--- src/rtl/casc_deadline_timer.sv ---
module casc_deadline_timer #(
  parameter int HALF_W   = 16,
  parameter int DIV_W    = 8,
  parameter int DIV_INIT = 3
) (
  input  logic                  clk,
  input  logic                  rst_n,
  input  logic                  div_wr,
  input  logic [DIV_W-1:0]      div_val,
  input  logic                  upd_gen,
  input  logic                  cnt_wr,
  input  logic [2*HALF_W-1:0]   cnt_val,
  input  logic                  dl_wr,
  input  logic [2*HALF_W-1:0]   dl_val,
  input  logic                  ev_off,
  input  logic                  st_clr,
  output logic [2*HALF_W-1:0]   count,
  output logic                  irq_event,
  output logic                  wrap_flag
);
  localparam logic [HALF_W-1:0] HMAX = '1;
  localparam logic [DIV_W-1:0]  DINI = DIV_W'(DIV_INIT);

  logic [DIV_W-1:0]  psc_pend, psc_act, psc_cnt;
  logic [HALF_W-1:0] lo_q, hi_q, lo_cmp, hi_cmp;
  logic              lo_en, hi_en;

  wire tick     = (psc_cnt == '0);
  wire lo_roll  = tick && (lo_q == HMAX);
  wire upd_ev   = lo_roll || upd_gen;
  wire carry    = lo_roll && !cnt_wr;
  wire hi_roll  = carry && (hi_q == HMAX);
  wire [HALF_W-1:0] dl_hi = dl_val[2*HALF_W-1:HALF_W];
  wire [HALF_W-1:0] dl_lo = dl_val[HALF_W-1:0];
  wire hi_hit   = hi_en && (hi_q == hi_cmp);
  wire match    = (lo_en || hi_en) && (hi_q == hi_cmp) && (lo_q == lo_cmp);

  assign count = {hi_q, lo_q};

  always_ff @(posedge clk) begin
    if (!rst_n) begin
      psc_pend <= DINI;
      psc_act  <= DINI;
      psc_cnt  <= DINI;
    end else begin
      if (div_wr) psc_pend <= div_val;
      if (upd_ev) begin
        psc_act <= psc_pend;
        psc_cnt <= psc_pend;
      end else if (tick) begin
        psc_cnt <= psc_act;
      end else begin
        psc_cnt <= psc_cnt - 1'b1;
      end
    end
  end

  always_ff @(posedge clk) begin
    if (!rst_n) begin
      lo_q <= '0;
      hi_q <= '0;
    end else if (cnt_wr) begin
      lo_q <= cnt_val[HALF_W-1:0];
      hi_q <= cnt_val[2*HALF_W-1:HALF_W];
    end else if (tick) begin
      lo_q <= lo_q + 1'b1;
      if (carry) hi_q <= hi_q + 1'b1;
    end
  end

  always_ff @(posedge clk) begin
    if (!rst_n) begin
      lo_en  <= 1'b0;
      hi_en  <= 1'b0;
      lo_cmp <= '0;
      hi_cmp <= '0;
    end else if (ev_off) begin
      lo_en <= 1'b0;
      hi_en <= 1'b0;
    end else if (dl_wr) begin
      lo_cmp <= dl_lo;
      hi_cmp <= dl_hi;
      hi_en  <= (dl_hi > hi_q);
      lo_en  <= (dl_hi == hi_q);
    end else if (hi_hit) begin
      hi_en <= 1'b0;
      lo_en <= 1'b1;
    end
  end

  always_ff @(posedge clk) begin
    if (!rst_n) begin
      irq_event <= 1'b0;
      wrap_flag <= 1'b0;
    end else begin
      if (dl_wr)       irq_event <= 1'b0;
      else if (match)  irq_event <= 1'b1;
      else if (st_clr) irq_event <= 1'b0;
      if (hi_roll)     wrap_flag <= 1'b1;
      else if (st_clr) wrap_flag <= 1'b0;
    end
  end
endmodule

--- config.mk ---
export PLATFORM = sky130hd
export DESIGN_NAME = casc_deadline_timer
export DESIGN_NICKNAME = d
export VERILOG_FILES = /design/src/rtl/casc_deadline_timer.sv
export SDC_FILE = /design/constraint.sdc
export NUM_CORES = 1
export LEC_CHECK = 0
export ABC_AREA = 1
export BUFFER_PORTS_ARGS = -buffer_cell sky130_fd_sc_hd__buf_2
export CORE_UTILIZATION = 55
export DETAILED_ROUTE_END_ITERATION = 8
export PLACE_DENSITY = 0.8
export SETUP_SLACK_MARGIN = 0.05
export SLEW_MARGIN = 20
export SYNTH_ARGS = -nofsm -noshare
export SYNTH_HDL_FRONTEND = slang
export SYNTH_SLANG_ARGS = --single-unit
--- constraint.sdc ---
create_clock -name clk -period 1.8 [get_ports clk]
set_input_delay 0.09 -clock clk [delete_from_list [all_inputs] [get_ports clk]]
set_output_delay 0.09 -clock clk [all_outputs]
set_load 0.05 [all_outputs]
==> results of run 1 <==
## layer usage
metal / share of wire / up-vias / GRT usage
li1: - / 2958 / -
met1: 0.45 / 2593 / 0.391
met3: 0.066 / 28 / 0.0430
met4: 0.017 / 0 / 0.0948
met2: 0.47 / 219 / 0.500
met5: 0 / - / 0
## power by group through the flow
stage	Combinational, W	Sequential [W]	Clock [W]
3_3_place_gp	0.000949	0.00231	0
4_1_cts	0.00101	0.00226	0.00143
6_report	0.00104	0.00227	0.00140
5_1_grt	0.00117	0.00228	0.00152
2_1_floorplan	0.000529	0.00244	0
3_5_place_dp	0.000960	0.00231	0
## logic make-up (layout without fill, tap and decap cells)
| group | count (synthesis) | count (layout) |
|---|---|---|
| compound gates | 147 | 147 |
| xor+xnor | 20 | 20 |
| fa+ha+maj | 19 | 19 |
| buf+inv | 122 | 280 |
| flops | 92 | 92 |
| simple gates | 428 | 428 |
## through the flow
stage / area (µm²) / util
6_report: 6740 / 0.723
5_1_grt: 6740 / 0.723
4_1_cts: 6610 / 0.709
3_5_place_dp: 6100 / 0.654
3_3_place_gp: 6100 / 0.654
2_1_floorplan: 5350 / -
## flip-flops by register name, summed over array words and instances (netlist names)
register   flops
hi_cmp        16
hi_q          16
lo_cmp        16
lo_q          16
psc_act        8
psc_cnt        8
psc_pend       8
hi_en          1
irq_event      1
lo_en          1
wrap_flag      1
## worst reg2reg max path, cell delays in order, from the launching register on
cell and delay (ns):
dfxtp_1 0.31, inv_1 0.06, ha_2 0.19, inv_2 0.05
nor2_4 0.10, nand2_2 0.08, nor2_4 0.22, nand2_4 0.12
nand2_4 0.13, buf_6 0.15, nand2_1 0.07, a21oi_1 0.15
## worst paths after layout
path,end,slack (ns),cells after the start
min,hi_cmp[0]$_SDFFE_PN0P_,0.007,3
max,psc_cnt[3]$_SDFF_PN0_,0.09,11
max reg2reg,psc_cnt[3]$_SDFF_PN0_,0.09,11
min reg2reg,psc_act[1]$_SDFFE_PN1P_,0.46,2
## placed cells by master, fill, tap and decap left out, types with 5 or more instances in the layout
master         synthesis  routed
o21ai_0               62      62
nand3_1               52      48
dfxtp_2                0      13
xor2_1                14      14
a31oi_1               10      10
nor2_1                99      95
ha_1                  19      17
buf_2                  5     113
a21oi_1               68      66
dlygate4sd3_1          0      27
nand2_1              243     242
dfxtp_1               92      76
xnor2_1                6       6
nand4_1                6       6
inv_1                 89      85
buf_4                  3      28
nor2_4                 4       5
clkbuf_8               0       9
## what timing repair did
item                                    CTS  global route
gates cloned                              0             1
endpoints found under the hold margin    27             0
gates resized for setup                   1            28
setup buffers                             3             5
hold buffers                             27             0
pin swaps                                 1            12
endpoints found under the setup margin   14            46
## cell type report
class / instances / area share
multi-input combinational: 614 / 0.453
sequential: 92 / 0.277
timing repair buffer: 171 / 0.163
inverter: 92 / 0.0523
tap: 129 / 0.0239
clock buffer: 9 / 0.0184
clock inverter: 7 / 0.0110
timing repair inverter: 1 / 0.00111
==> flow_metrics.tcl, run 1 <==
set metrics [dict create \
    die-area_um2 10100 \
    synthTopCellsByArea "dfxtp_1, nand2_1, nor2_1, a21oi_1, inv_1" \
    place_hpwl_um 10300 \
    switchingPower_w 0.00160 \
    sw_frac_of_total 0.340 \
    grt_antenna_before_repair 0 \
    yosys.area_share.simple 0.338 \
    reg2reg_from "psc_cnt[0]$_SDFF_PN1_" \
    async_reset_ff_frac 0 \
    cts_max_level 3 \
    slew_viol_final 0 \
    ant_nets 0 \
    yosys-top-cells-count "nand2_1, nor2_1, dfxtp_1" \
    fillers 797 \
    synth-seq-cells 92 \
    syn-mean-instance-area_um2 6.44 \
    vias 5798 \
    drc 0 \
    first_pass_iters 5 \
    grt.total_usage 0.297 \
    ys_types 34 \
    start_util 0.572 \
    synth_top_area_share 0.345 \
    core_area_um2 9330 \
    clk_latency_ns 0.37 \
    worst_setup_path_start_kind "flip-flop" \
    status "finished clean" \
    fmax_mhz 586 \
    synth_xor_area_frac 0.0329 \
    required_ns 2.10 \
    wl_per_cell_um 13.2 \
    relSlewSlack 0.673 \
    power_frac_seq 0.481 \
    critical_path.cell_chain "inv_1 -> ha_2 -> inv_2 -> nor2_4 -> nand2_2 -> nor2_4 -> nand2_4 -> nand2_4 -> buf_6 -> nand2_1 -> a21oi_1" \
    drive_above_1_share 0.220 \
    setup_slack_ns 0.0932 \
    multi_input_comb_area_um2 3050 \
    grt_max_degree 51 \
    path_class "reg -> reg" \
    max_slew.worst_pin.slew_ns 0.491 \
    end_kind "flip-flop" \
    finClkSkew_ns 0.0119 \
    dp.cells 1063 \
    cts_tree "done" \
    clk_pin_slew_ns 0.11 \
    ir_drop_mv 0.455 \
    min_path_type "in -> reg" \
    drt_wl_total_um 14700 \
    min_from "dl_val[16]" \
    num_antenna_cells 0 \
    row_count 35 \
    gp_congestion 0.928 \
    drtIter0Drc 298 \
    setup_viol 0 \
    grt_pass1_vias 5346 \
    cts_buffer_depth 2 \
    yosysMostFrequentCell "nand2_1" \
    crit_family "simple AND/OR/NAND/NOR gates" \
    timing.hold.ws_ns 0.00730 \
    synth_fp_nets 927 \
    numCtsBuffers 9 \
    layout_min_cycle_time_ns 1.71 \
    tns_ns 0 \
    root_buffer "clkbuf_8" \
    area_delta_synth_final_pct 26.4 \
    fin_crit_sh 0.948 \
    syn_inst 828 \
    dp_slack_ns -0.00754 \
    synth_top_family_by_area "simple AND/OR/NAND/NOR gates" \
    clock-sinks 92 \
    die_w_um 100 \
    cp_num_buf_inv 3 \
    netlist_area_um2 5330 \
    seq_area_frac_synth 0.345 \
    yosysWarnings 0 \
    grt_setup_unrepaired "true" \
    cp_slowest_cell "dfxtp_1" \
    crit_arrival_ns 2.01 \
    total_power_w 0.00471 \
    ys.flop_type "dfxtp_1" \
    overflow 0 \
    final_cells 1115 \
    port_buffers 113 \
    register_area_um2 1870 \
    hold_viol 0 \
    crit_start "psc_cnt[0]$_SDFF_PN1_" \
    yosys.area.top_type "dfxtp_1" \
    leakage_nw 3.10 \
    cpPeakStageDelay_ns 0.31 \
    vias_per_cell 5.20 \
    p_comb_frac 0.222 \
    synth-compound-area-share 0.144 \
    grt_pass1_wl_um 24000 \
    internal_power_w 0.00311 \
    fin_nets 1080 \
    synth_edf_count 0 \
    max_cap_viol_count 0 \
    path_max_fanout 11 \
    die-height_um 100 \
    muxShareOfSynthArea 0 \
    synthAdderAreaFrac 0.0446 \
    num_io_pins 114 \
    clkPwrFrac 0.297 \
    p_per_area_nw_per_um2 699 \
]
(Power assumes the default switching activity.)
==> run 2, diff against run 1 <==
- REMOVE_ABC_BUFFERS: default -> 1
==> run 2 against run 1 <==
  * Fmax increased by 0.61%
  * First-iteration DRC count rose by 34%
  * Clock skew up 0.0019 ns
  * Cell count rose by 2.7%
  * Via count rose by 3.0%
  * Combinational power up 9.6%
  * Sequential share of layout area down 1.4 points
  * Utilization rose by 3.2 points
  * Sequential power is essentially flat
  * Clock power rose by 7%
  * Largest cell class unchanged
==> flow_metrics.tcl, run 2 (same netlist as run 1, synthesis figures left out) <==
set metrics [dict create \
    tns_ns 0 \
    register_area_um2 1850 \
    leakage_nw 3.26 \
    timing.hold.ws_ns 0.00987 \
    drc 0 \
    ff2ff_setup_slack_ns 0.10 \
    core_area_um2 9330 \
    setup_viol 0 \
    final_cell_mix "nand2_1, buf_2, nor2_1" \
    worst_setup_path_start_kind "flip-flop" \
    crit_arrival_ns 2.01 \
    fmax_mhz 589 \
    drtIter0Drc 399 \
    cts_tree "done" \
    status "finished clean" \
    cpPeakStageDelay_ns 0.34 \
    wl_met1_um 6750 \
    cts_max_level 3 \
    min_path_type "in -> reg" \
    die-height_um 100 \
    finClkSkew_ns 0.0138 \
    fin_nets 1110 \
    clk_latency_ns 0.38 \
    ant_nets 0 \
    root_buffer "clkbuf_8" \
    fin_crit_sh 0.942 \
    grt_antenna_before_repair 0 \
    wl_met2_um 7400 \
    p_per_area_nw_per_um2 694 \
    end_kind "flip-flop" \
    clock-sinks 92 \
    dr.max_layer_used "met4" \
    start_util 0.572 \
    die_w_um 100 \
    vias_per_cell 5.22 \
    drive_above_1_share 0.224 \
    wl_per_cell_um 13.8 \
    slew_viol_final 0 \
    area_delta_synth_final_pct 32.1 \
    ir_drop_mv 0.571 \
    gp_congestion 0.915 \
    grt_pass1_wl_um 24800 \
    cts_buffer_depth 2 \
    fillers 719 \
    relSlewSlack 0.655 \
    path_class "reg -> reg" \
    path_max_fanout 6 \
    row_count 35 \
    overflow 0 \
    num_io_pins 114 \
    layout_min_cycle_time_ns 1.70 \
    place_hpwl_um 10500 \
    max_cap_viol_count 0 \
    grt.total_usage 0.311 \
    drt_wl_total_um 15800 \
    num_antenna_cells 0 \
    max_slew.worst_pin.slew_ns 0.516 \
    numCtsBuffers 9 \
    first_pass_iters 5 \
    dp.cells 1080 \
    required_ns 2.11 \
    wl_met3_um 1210 \
    grt_setup_unrepaired "true" \
    mostFrequentLayoutCell "nand2_1" \
    clk_pin_slew_ns 0.10 \
    die-area_um2 10100 \
    grt_pass1_vias 5379 \
    final_cells 1145 \
    vias 5974 \
    hold_viol 0 \
    port_buffers 113 \
    cp_slowest_cell "dfxtp_2" \
    critical_path.cell_chain "inv_2 -> ha_4 -> inv_2 -> nor2_4 -> nand2_2 -> nor2_4 -> buf_12 -> buf_4 -> nand3_2 -> inv_4 -> nand3_1 -> a21oi_1" \
    multi_input_comb_area_um2 3060 \
    grt_max_degree 42 \
]
-- run 2: changes by cell type in the layout (fill, tap and decap cells not counted), moves of 2 or more --
cell,previous run,this run
nand3_1,48,50
clkinvlp_4,2,4
dlygate4sd3_1,27,35
dfxtp_4,3,0
dfxtp_2,13,8
buf_12,2,4
inv_6,4,2
dfxtp_1,76,84
buf_4,28,45
nor2_2,4,2
nand3_2,4,2
-- run 2: where the power goes --
group | switching, W | leakage, nW | internal (W)
clock | 0.000806 | 0.0995 | 0.000692
combinational | 0.000692 | 2.40 | 0.000445
sequential | 0.0000905 | 0.761 | 0.00216
total | 0.00159 | 3.26 | 0.00330
-- run 2: through the flow --
stage                     utilization  cell area, µm²  total power, W  setup slack, ns
after CTS                       0.733            6840         0.00484           0.0441
after floorplan                     -            5170         0.00292           -0.310
after detailed placement        0.667            6220         0.00330           0.0307
after global routing            0.755            7040         0.00511           0.0177
after global placement          0.667            6220         0.00329            0.138
final                           0.755            7040         0.00489            0.104
-- run 2: critical path: cells and delay by family (launching register included) --
kind                     cells  cell delay (ns)
AND/OR/NAND/NOR              5             0.55
AO/OA/AOI/OAI                1             0.15
adder cells (fa/ha/maj)      1             0.13
buffers and inverters        5             0.46
flip-flops                   1             0.34
-- run 2: per-layer routing --
layer | vias up | track usage
met4 | 0 | 0.116
li1 | 3007 | -
met5 | - | 0
met2 | 271 | 0.512
met1 | 2654 | 0.406
met3 | 42 | 0.0569
-- run 2: final timing paths --
path | from | endpoint | depth (start not counted)
hold / removal | dl_val[25] | hi_cmp[9]$_SDFFE_PN0P_ | 3
hold reg to reg | psc_act[3]$_SDFFE_PN0P_ | psc_act[3]$_SDFFE_PN0P_ | 2
setup / recovery | psc_cnt[1]$_SDFF_PN1_ | hi_q[10]$_SDFFE_PN0P_ | 12
setup reg to reg | psc_cnt[1]$_SDFF_PN1_ | hi_q[10]$_SDFFE_PN0P_ | 12
-- run 2: layout make-up --
| class | count | share of cell area |
|---|---|---|
| clock buffers | 10 | 0.0195 |
| clock inverters | 6 | 0.0101 |
| inverters | 92 | 0.0510 |
| multi-input cells | 614 | 0.434 |
| flip-flops and latches | 92 | 0.263 |
| well taps | 129 | 0.0229 |
| repair buffers | 201 | 0.198 |
| repair inverters | 1 | 0.00107 |
-- run 2: timing repair --
action	CTS	global route
setup buffers	6	6
cloned	0	2
gates resized for setup	0	40
pin swaps	2	9
hold buffers	35	0
endpoints found under the hold margin	35	0
endpoints found under the setup margin	9	48
